<file path="src/rtl/err_irq_pkg.sv">
package err_irq_pkg;
  localparam int GRP_W = 32;
  localparam int ADDR_W = 7;
  localparam int DATA_W = 32;
  localparam int NUM_W = 16;

  typedef enum logic [2:0] {
    OFF_EN_SET   = 3'd0,
    OFF_EN_CLR   = 3'd1,
    OFF_HI_SET   = 3'd2,
    OFF_HI_CLR   = 3'd3,
    OFF_RAW_SET  = 3'd4,
    OFF_STS_CLR  = 3'd5,
    OFF_INF_SET  = 3'd6,
    OFF_INF_CLR  = 3'd7
  } grp_off_e;

  localparam logic [ADDR_W-1:0] A_PRIO = 7'h40;
  localparam logic [ADDR_W-1:0] A_GSTS = 7'h41;
  localparam logic [ADDR_W-1:0] A_EOI  = 7'h42;
  localparam logic [ADDR_W-1:0] A_PIN  = 7'h43;
  localparam logic [DATA_W-1:0] PIN_CLEAR_CMD = 32'h5;
endpackage

</file>
<file path="src/rtl/err_irq_group.sv">
module err_irq_group
  import err_irq_pkg::*;
(
  input  logic             clk,
  input  logic             rst_n,
  input  logic [GRP_W-1:0] evt_i,
  input  logic             wr_en,
  input  logic [2:0]       wr_off,
  input  logic [GRP_W-1:0] wr_data,
  output logic [GRP_W-1:0] en_o,
  output logic [GRP_W-1:0] hi_o,
  output logic [GRP_W-1:0] raw_o,
  output logic [GRP_W-1:0] inf_o,
  output logic [GRP_W-1:0] pend_o,
  output logic [GRP_W-1:0] newset_o
);
  logic [GRP_W-1:0] evt_q, en_q, hi_q, raw_q, inf_q;
  logic [GRP_W-1:0] rise, set_v, clr_v, raw_d;

  function automatic logic [GRP_W-1:0] hit(input logic [2:0] k);
    return (wr_en && wr_off == k) ? wr_data : '0;
  endfunction

  assign rise  = evt_i & ~evt_q;
  assign set_v = hit(OFF_RAW_SET);
  assign clr_v = hit(OFF_STS_CLR);
  assign raw_d = (raw_q & ~clr_v) | rise | set_v;

  always_ff @(posedge clk or negedge rst_n) begin
    if (!rst_n) begin
      evt_q <= '0;
      en_q  <= '0;
      hi_q  <= '0;
      raw_q <= '0;
      inf_q <= '0;
    end else begin
      evt_q <= evt_i;
      en_q  <= (en_q  | hit(OFF_EN_SET))  & ~hit(OFF_EN_CLR);
      hi_q  <= (hi_q  | hit(OFF_HI_SET))  & ~hit(OFF_HI_CLR);
      inf_q <= (inf_q | hit(OFF_INF_SET)) & ~hit(OFF_INF_CLR);
      raw_q <= raw_d;
    end
  end

  assign en_o     = en_q;
  assign hi_o     = hi_q;
  assign raw_o    = raw_q;
  assign inf_o    = inf_q;
  assign pend_o   = raw_q & en_q & hi_q;
  assign newset_o = raw_d & ~raw_q & inf_q;

  p_clear_wins_r5: assert property (@(posedge clk) disable iff (!rst_n)
    (|clr_v) |=> ((raw_q & $past(clr_v & ~rise & ~set_v)) == '0));

  p_edge_sets_r9: assert property (@(posedge clk) disable iff (!rst_n)
    (|rise) |=> ((raw_q & $past(rise)) == $past(rise)));

  p_mask_hold_r7: assert property (@(posedge clk) disable iff (!rst_n)
    !wr_en |=> ($stable(en_q) && $stable(hi_q) && $stable(inf_q)));
endmodule

</file>
<file path="src/rtl/err_irq_prio.sv">
module err_irq_prio
  import err_irq_pkg::*;
#(
  parameter int WIDTH = 32,
  parameter int BASE  = 0
) (
  input  logic [WIDTH-1:0] pend_i,
  output logic [NUM_W-1:0] num_o
);
  always_comb begin
    num_o = '1;
    for (int i = WIDTH - 1; i >= 0; i--) begin
      if (pend_i[i]) num_o = NUM_W'(BASE + i);
    end
  end
endmodule

</file>
<file path="src/rtl/err_irq_agg.sv">
module err_irq_agg
  import err_irq_pkg::*;
#(
  parameter int NUM_GROUPS   = 2,
  parameter int PULSE_GROUPS = 1,
  localparam int NUM_EVT     = NUM_GROUPS * GRP_W,
  localparam int PULSE_EVT   = PULSE_GROUPS * GRP_W
) (
  input  logic                 clk,
  input  logic                 rst_n,
  input  logic [NUM_EVT-1:0]   evt_i,
  input  logic                 reg_valid,
  input  logic                 reg_write,
  input  logic [ADDR_W-1:0]    reg_addr,
  input  logic [DATA_W-1:0]    reg_wdata,
  output logic [DATA_W-1:0]    reg_rdata,
  output logic                 irq_level,
  output logic                 irq_pulse,
  output logic                 err_pin
);
  logic [GRP_W-1:0] en_a [NUM_GROUPS];
  logic [GRP_W-1:0] hi_a [NUM_GROUPS];
  logic [GRP_W-1:0] raw_a [NUM_GROUPS];
  logic [GRP_W-1:0] inf_a [NUM_GROUPS];
  logic [GRP_W-1:0] pend_a [NUM_GROUPS];
  logic [GRP_W-1:0] new_a [NUM_GROUPS];
  logic [NUM_EVT-1:0]    all_pend;
  logic [NUM_GROUPS-1:0] grp_sts;
  logic [NUM_W-1:0]      num_pulse, num_level;
  logic [DATA_W-1:0]     prio_word;
  logic wr, eoi_wr, pin_clr, any_new;
  logic busy_q, pulse_q, pin_q;

  assign wr      = reg_valid && reg_write;
  assign eoi_wr  = wr && reg_addr == A_EOI;
  assign pin_clr = wr && reg_addr == A_PIN && reg_wdata == PIN_CLEAR_CMD;

  for (genvar g = 0; g < NUM_GROUPS; g++) begin : g_grp
    err_irq_group u_grp (
      .clk      (clk),
      .rst_n    (rst_n),
      .evt_i    (evt_i[g*GRP_W +: GRP_W]),
      .wr_en    (wr && !reg_addr[ADDR_W-1] && reg_addr[5:3] == 3'(g)),
      .wr_off   (reg_addr[2:0]),
      .wr_data  (reg_wdata),
      .en_o     (en_a[g]),
      .hi_o     (hi_a[g]),
      .raw_o    (raw_a[g]),
      .inf_o    (inf_a[g]),
      .pend_o   (pend_a[g]),
      .newset_o (new_a[g])
    );
    assign all_pend[g*GRP_W +: GRP_W] = pend_a[g];
    assign grp_sts[g] = |pend_a[g];
  end

  err_irq_prio #(.WIDTH(PULSE_EVT), .BASE(0)) u_prio_pulse (
    .pend_i (all_pend[PULSE_EVT-1:0]),
    .num_o  (num_pulse)
  );

  err_irq_prio #(.WIDTH(NUM_EVT - PULSE_EVT), .BASE(PULSE_EVT)) u_prio_level (
    .pend_i (all_pend[NUM_EVT-1:PULSE_EVT]),
    .num_o  (num_level)
  );

  assign prio_word = {num_pulse, num_level};
  assign irq_level = |all_pend;

  always_comb begin
    any_new = 1'b0;
    for (int g = 0; g < NUM_GROUPS; g++) any_new = any_new | (|new_a[g]);
  end

  always_ff @(posedge clk or negedge rst_n) begin
    if (!rst_n) begin
      busy_q  <= 1'b0;
      pulse_q <= 1'b0;
      pin_q   <= 1'b0;
    end else begin
      pulse_q <= irq_level && !busy_q && !eoi_wr;
      if (eoi_wr) busy_q <= 1'b0;
      else if (irq_level) busy_q <= 1'b1;
      if (any_new) pin_q <= 1'b1;
      else if (pin_clr) pin_q <= 1'b0;
    end
  end

  assign irq_pulse = pulse_q;
  assign err_pin   = pin_q;

  always_comb begin
    reg_rdata = '0;
    if (reg_addr[ADDR_W-1]) begin
      unique case (reg_addr)
        A_PRIO:  reg_rdata = prio_word;
        A_GSTS:  reg_rdata = DATA_W'(grp_sts);
        A_PIN:   reg_rdata = DATA_W'(pin_q);
        default: reg_rdata = '0;
      endcase
    end else begin
      for (int g = 0; g < NUM_GROUPS; g++) begin
        if (reg_addr[5:3] == 3'(g)) begin
          unique case (reg_addr[2:0])
            OFF_EN_SET, OFF_EN_CLR:   reg_rdata = en_a[g];
            OFF_HI_SET, OFF_HI_CLR:   reg_rdata = hi_a[g];
            OFF_RAW_SET:              reg_rdata = raw_a[g];
            OFF_STS_CLR:              reg_rdata = raw_a[g] & en_a[g];
            default:                  reg_rdata = inf_a[g];
          endcase
        end
      end
    end
  end

  p_pulse_single_r6: assert property (@(posedge clk) disable iff (!rst_n)
    irq_pulse |=> !irq_pulse);

  p_idle_all_ones_r3: assert property (@(posedge clk) disable iff (!rst_n)
    !irq_level |-> (prio_word == '1));

  p_pin_clear_r8: assert property (@(posedge clk) disable iff (!rst_n)
    (pin_clr && !any_new) |=> !err_pin);
endmodule

</file>
<file path="config.mk">
export PLATFORM = sky130hd
export DESIGN_NAME = err_irq_agg
export DESIGN_NICKNAME = d
export VERILOG_FILES = /design/src/rtl/err_irq_pkg.sv /design/src/rtl/err_irq_group.sv /design/src/rtl/err_irq_prio.sv /design/src/rtl/err_irq_agg.sv
export SDC_FILE = /design/constraint.sdc
export NUM_CORES = 1
export LEC_CHECK = 0
export ABC_AREA = 1
export BUFFER_PORTS_ARGS = -buffer_cell sky130_fd_sc_hd__buf_4
export CORE_AREA = 2 2 186 188
export CTS_BUF_LIST = sky130_fd_sc_hd__clkbuf_2
export DETAILED_ROUTE_END_ITERATION = 10
export DIE_AREA = 0 0 188 190
export GPL_ROUTABILITY_DRIVEN = 0
export PLACE_DENSITY_LB_ADDON = 0.12
export SETUP_SLACK_MARGIN = 0.4
export SLEW_MARGIN = 0
export SYNTH_ARGS = -nofsm -noshare
export SYNTH_HDL_FRONTEND = slang
export SYNTH_SLANG_ARGS = --single-unit
</file>
<file path="constraint.sdc">
create_clock -name clk -period 3.5 [get_ports clk]
set_input_delay 0.35 -clock clk [delete_from_list [all_inputs] [get_ports clk]]
set_output_delay 0.35 -clock clk [all_outputs]
set_load 0.05 [all_outputs]
</file>
==> flow_summary.ini <==
[global_route]
grt_max_degree = 93
antenna_found_initial = 2
grt.overflow.total = 0
track_usage_pct = 40.6
grt_pass1_vias = 17944
grt_first_pass_wirelength_um = 109000

[routing]
drc = 0
vias = 18456
avgRoutedWirePerCell_um = 24.4
drt-vias-per-instance = 6.20
drtIter0Drc = 2471
firstDrtPassIters = 6
drt-total-wl_um = 72700
ant_nets = 0

[floorplanning]
start_util_pct = 49.1
std_cell_rows = 68
die_h_um = 190
die-area_um2 = 35700
pin_count = 142
core_area_um2 = 33900
dieWidth_um = 188

[power_and_ir_drop]
power.leakage_nw = 10.8
p_total_mw = 8.17
peakVddDrop_uv = 221
powerDensity_nw_per_um2 = 370

[critical_path]
crit_type = reg2out
cp_data_required_time_ns = 3.15
endpoint_kind = output pin
max_stage_delay_ns = 0.44
r2r_end = err_pin$_DFFE_PN0P_
worstSetupStartpoint = g_grp[1].u_grp.hi_o[29]$_DFF_PN0_
start_kind = register
rr_startpoint = g_grp[0].u_grp.raw_o[18]$_DFF_PN0_
crit_end = reg_rdata[0]
crit_fanout = 3
critPathSlowestCell = dfrtp_1
r2r_cells = 7
worst-r2r-setup-slack_ns = 1.27
cp.arrival_ns = 3.60
path_common_cell = nand2_1

[clocking]
htreeDepth = 3
cts.sinks = 323
cts.root.buffer_cell = clkbuf_2
cts_tree = yes
clk_path_buf_depth = 3
numCtsBuffers = 87
clkLatencyLatePin_ns = 1.04
clkSlewWorstSetupHoldPaths_ns = 0.12

[layout]
final_cells = 2975
finalNetCount = 2564
drive_gt1_share_pct = 21.9
post-route-util_pct = 65.0
final_area_um2 = 22100
syn_to_final_growth_pct = 32.4

[placed_design]
portBuffers = 141
dp_hpwl_um = 44700
placed_area_um2 = 18400
dpl.cell_count = 2590

[sta]
slew_headroom_pct = 35.7
post-route-min-period_ns = 3.95
clock.fmax_ghz = 0.253
fin_crit_sh_pct = 113
maxSlewViolCount = 0
clock_skew_ns = 0.0923
layout_setup_ws_ns = -0.452
rsz0062_at_grt = true
worst-slew-pin-transition_ns = 0.961
setup_viol = 4
hold_violations = 0

[job]
max-cap-violations = 0

[synth]
synthCells = 2052
netlist_area_um2 = 16700
yosys.area.top_type = dfrtp_1
synth-edff-count = 0
synth_nets = 2159
synth_seq_cells = 323
avgSynthCellArea_um2 = 8.12
synthFlopType = dfrtp_1
ys_seq_area_share_pct = 48.5
ys_warn_count = 0
ys_types = 39
synth_area_leaders = dfrtp_1 49%, nand2_1 7.8%, inv_1 7.2%
netlist.area_leader.share_pct = 48.5
synthMostInstantiatedCell = nand2_1
yosys-top-cells-count = 346 x nand2_1, 323 x dfrtp_1, 320 x inv_1
async_flop_share_pct = 100

[min_path]
min_path_type = in2reg

[run_status]
violations = negative setup slack
status = finished, violations left
[what timing repair did]
item / 4_1_cts / 5_1_grt
hold buffers: 155 / 4
setup buffers: 65 / 7
pin swaps: 44 / 18
setup endpoints to repair: 30 / 31
gates cloned: 2 / 0
gates resized for setup: 159 / 35
hold endpoints to repair: 615 / 4
[worst min path at each step]
| stage | startpoint | endpoint | slack (ns) | depth (start not counted) |
|---|---|---|---|---|
| final | evt_i[2] | g_grp[0].u_grp.evt_q[2]$_DFF_PN0_ | 0.02 | 2 |
| after floorplan | rst_n | busy_q$_DFFE_PN0P_ | 0.05 | 0 |
| after global placement | rst_n | g_grp[0].u_grp.evt_q[31]$_DFF_PN0_ | 0.41 | 1 |
| after detailed placement | rst_n | g_grp[0].u_grp.evt_q[31]$_DFF_PN0_ | 0.41 | 1 |
| after CTS | evt_i[40] | g_grp[1].u_grp.evt_q[8]$_DFF_PN0_ | 0.0001 | 2 |
| after global routing | evt_i[2] | g_grp[0].u_grp.evt_q[2]$_DFF_PN0_ | 0.006 | 2 |
[through the flow]
stage	setup TNS, ns	worst slack [ns]	hold slack [ns]
2_1_floorplan	0	0.876	0.0544
3_3_place_gp	0	0.334	0.410
3_5_place_dp	0	0.394	0.410
4_1_cts	-0.742	-0.349	0.000125
5_1_grt	-1.81	-0.697	0.00646
6_report	-0.986	-0.452	0.0168
[placed cells by master, fill, tap and decap left out, types with 20 or more instances in the layout]
cell type and n:
a21oi_1 50, nand3_2 34, nand2_2 27, nand3_1 67, o221ai_1 83, dfrtp_1 321, nor2_1 100, clkbuf_2 139
a221oi_1 37, clkinv_1 28, o22ai_1 50, nor3_1 47, o21ai_0 171, inv_1 313, a22oi_1 88, a2bb2oi_1 41
buf_6 20, o21ai_1 50, dlygate4sd3_1 158, nand2_1 313, buf_4 232
[routing by layer]
layer  track usage, %  vias up  share of wire [%]
met2             59.4     1388                 43
met5                0        -              0.014
li1                 -     7919                  -
met1             53.7     8834                 38
met4             22.7        2                6.0
met3             12.4      313                 13
[power breakdown]
group          internal [mW]  total [mW]  switching [mW]
logic                  0.557        1.41           0.850
clock network           1.10        2.80            1.70
registers               3.87        3.97          0.0945
total                   5.53        8.17            2.64
[area by class of cell]
| cell class | instances | area [µm²] |
|---|---|---|
| Antenna cell | 1 | 2.50 |
| Clock buffer | 139 | 696 |
| Clock inverter | 12 | 71.3 |
| Fill cell | 2888 | 11900 |
| Inverter | 343 | 1290 |
| Multi-Input combinational cell | 1266 | 7380 |
| Sequential cell | 323 | 8090 |
| Tap cell | 455 | 569 |
| Timing Repair Buffer | 436 | 3970 |
[sequential cells by signal, indices dropped and copies added (netlist names)]
| name | cells |
|---|---|
| g_grp.u_grp.raw_o | 64 |
| busy_q | 1 |
| err_pin | 1 |
| g_grp.u_grp.evt_q | 64 |
| g_grp.u_grp.hi_o | 64 |
| g_grp.u_grp.en_o | 64 |
| g_grp.u_grp.inf_o | 64 |
| irq_pulse | 1 |
[worst max-delay path: cells and delay by family (launching register included)]
kind                   cells  cell delay, ns
flip-flops                 1            0.44
AND/OR/NAND/NOR           32            1.95
buffers and inverters      1            0.16
[logic make-up (layout without fill, tap and decap cells)]
family          after synthesis  after routing  synth area share [%]
simple gates                661            662                  16.8
compound gates              604            604                  24.1
buf+inv                     464            930                  10.6
flops                       323            323                  48.5
other cells                   0              1                     0
(Power assumes the default switching activity.)
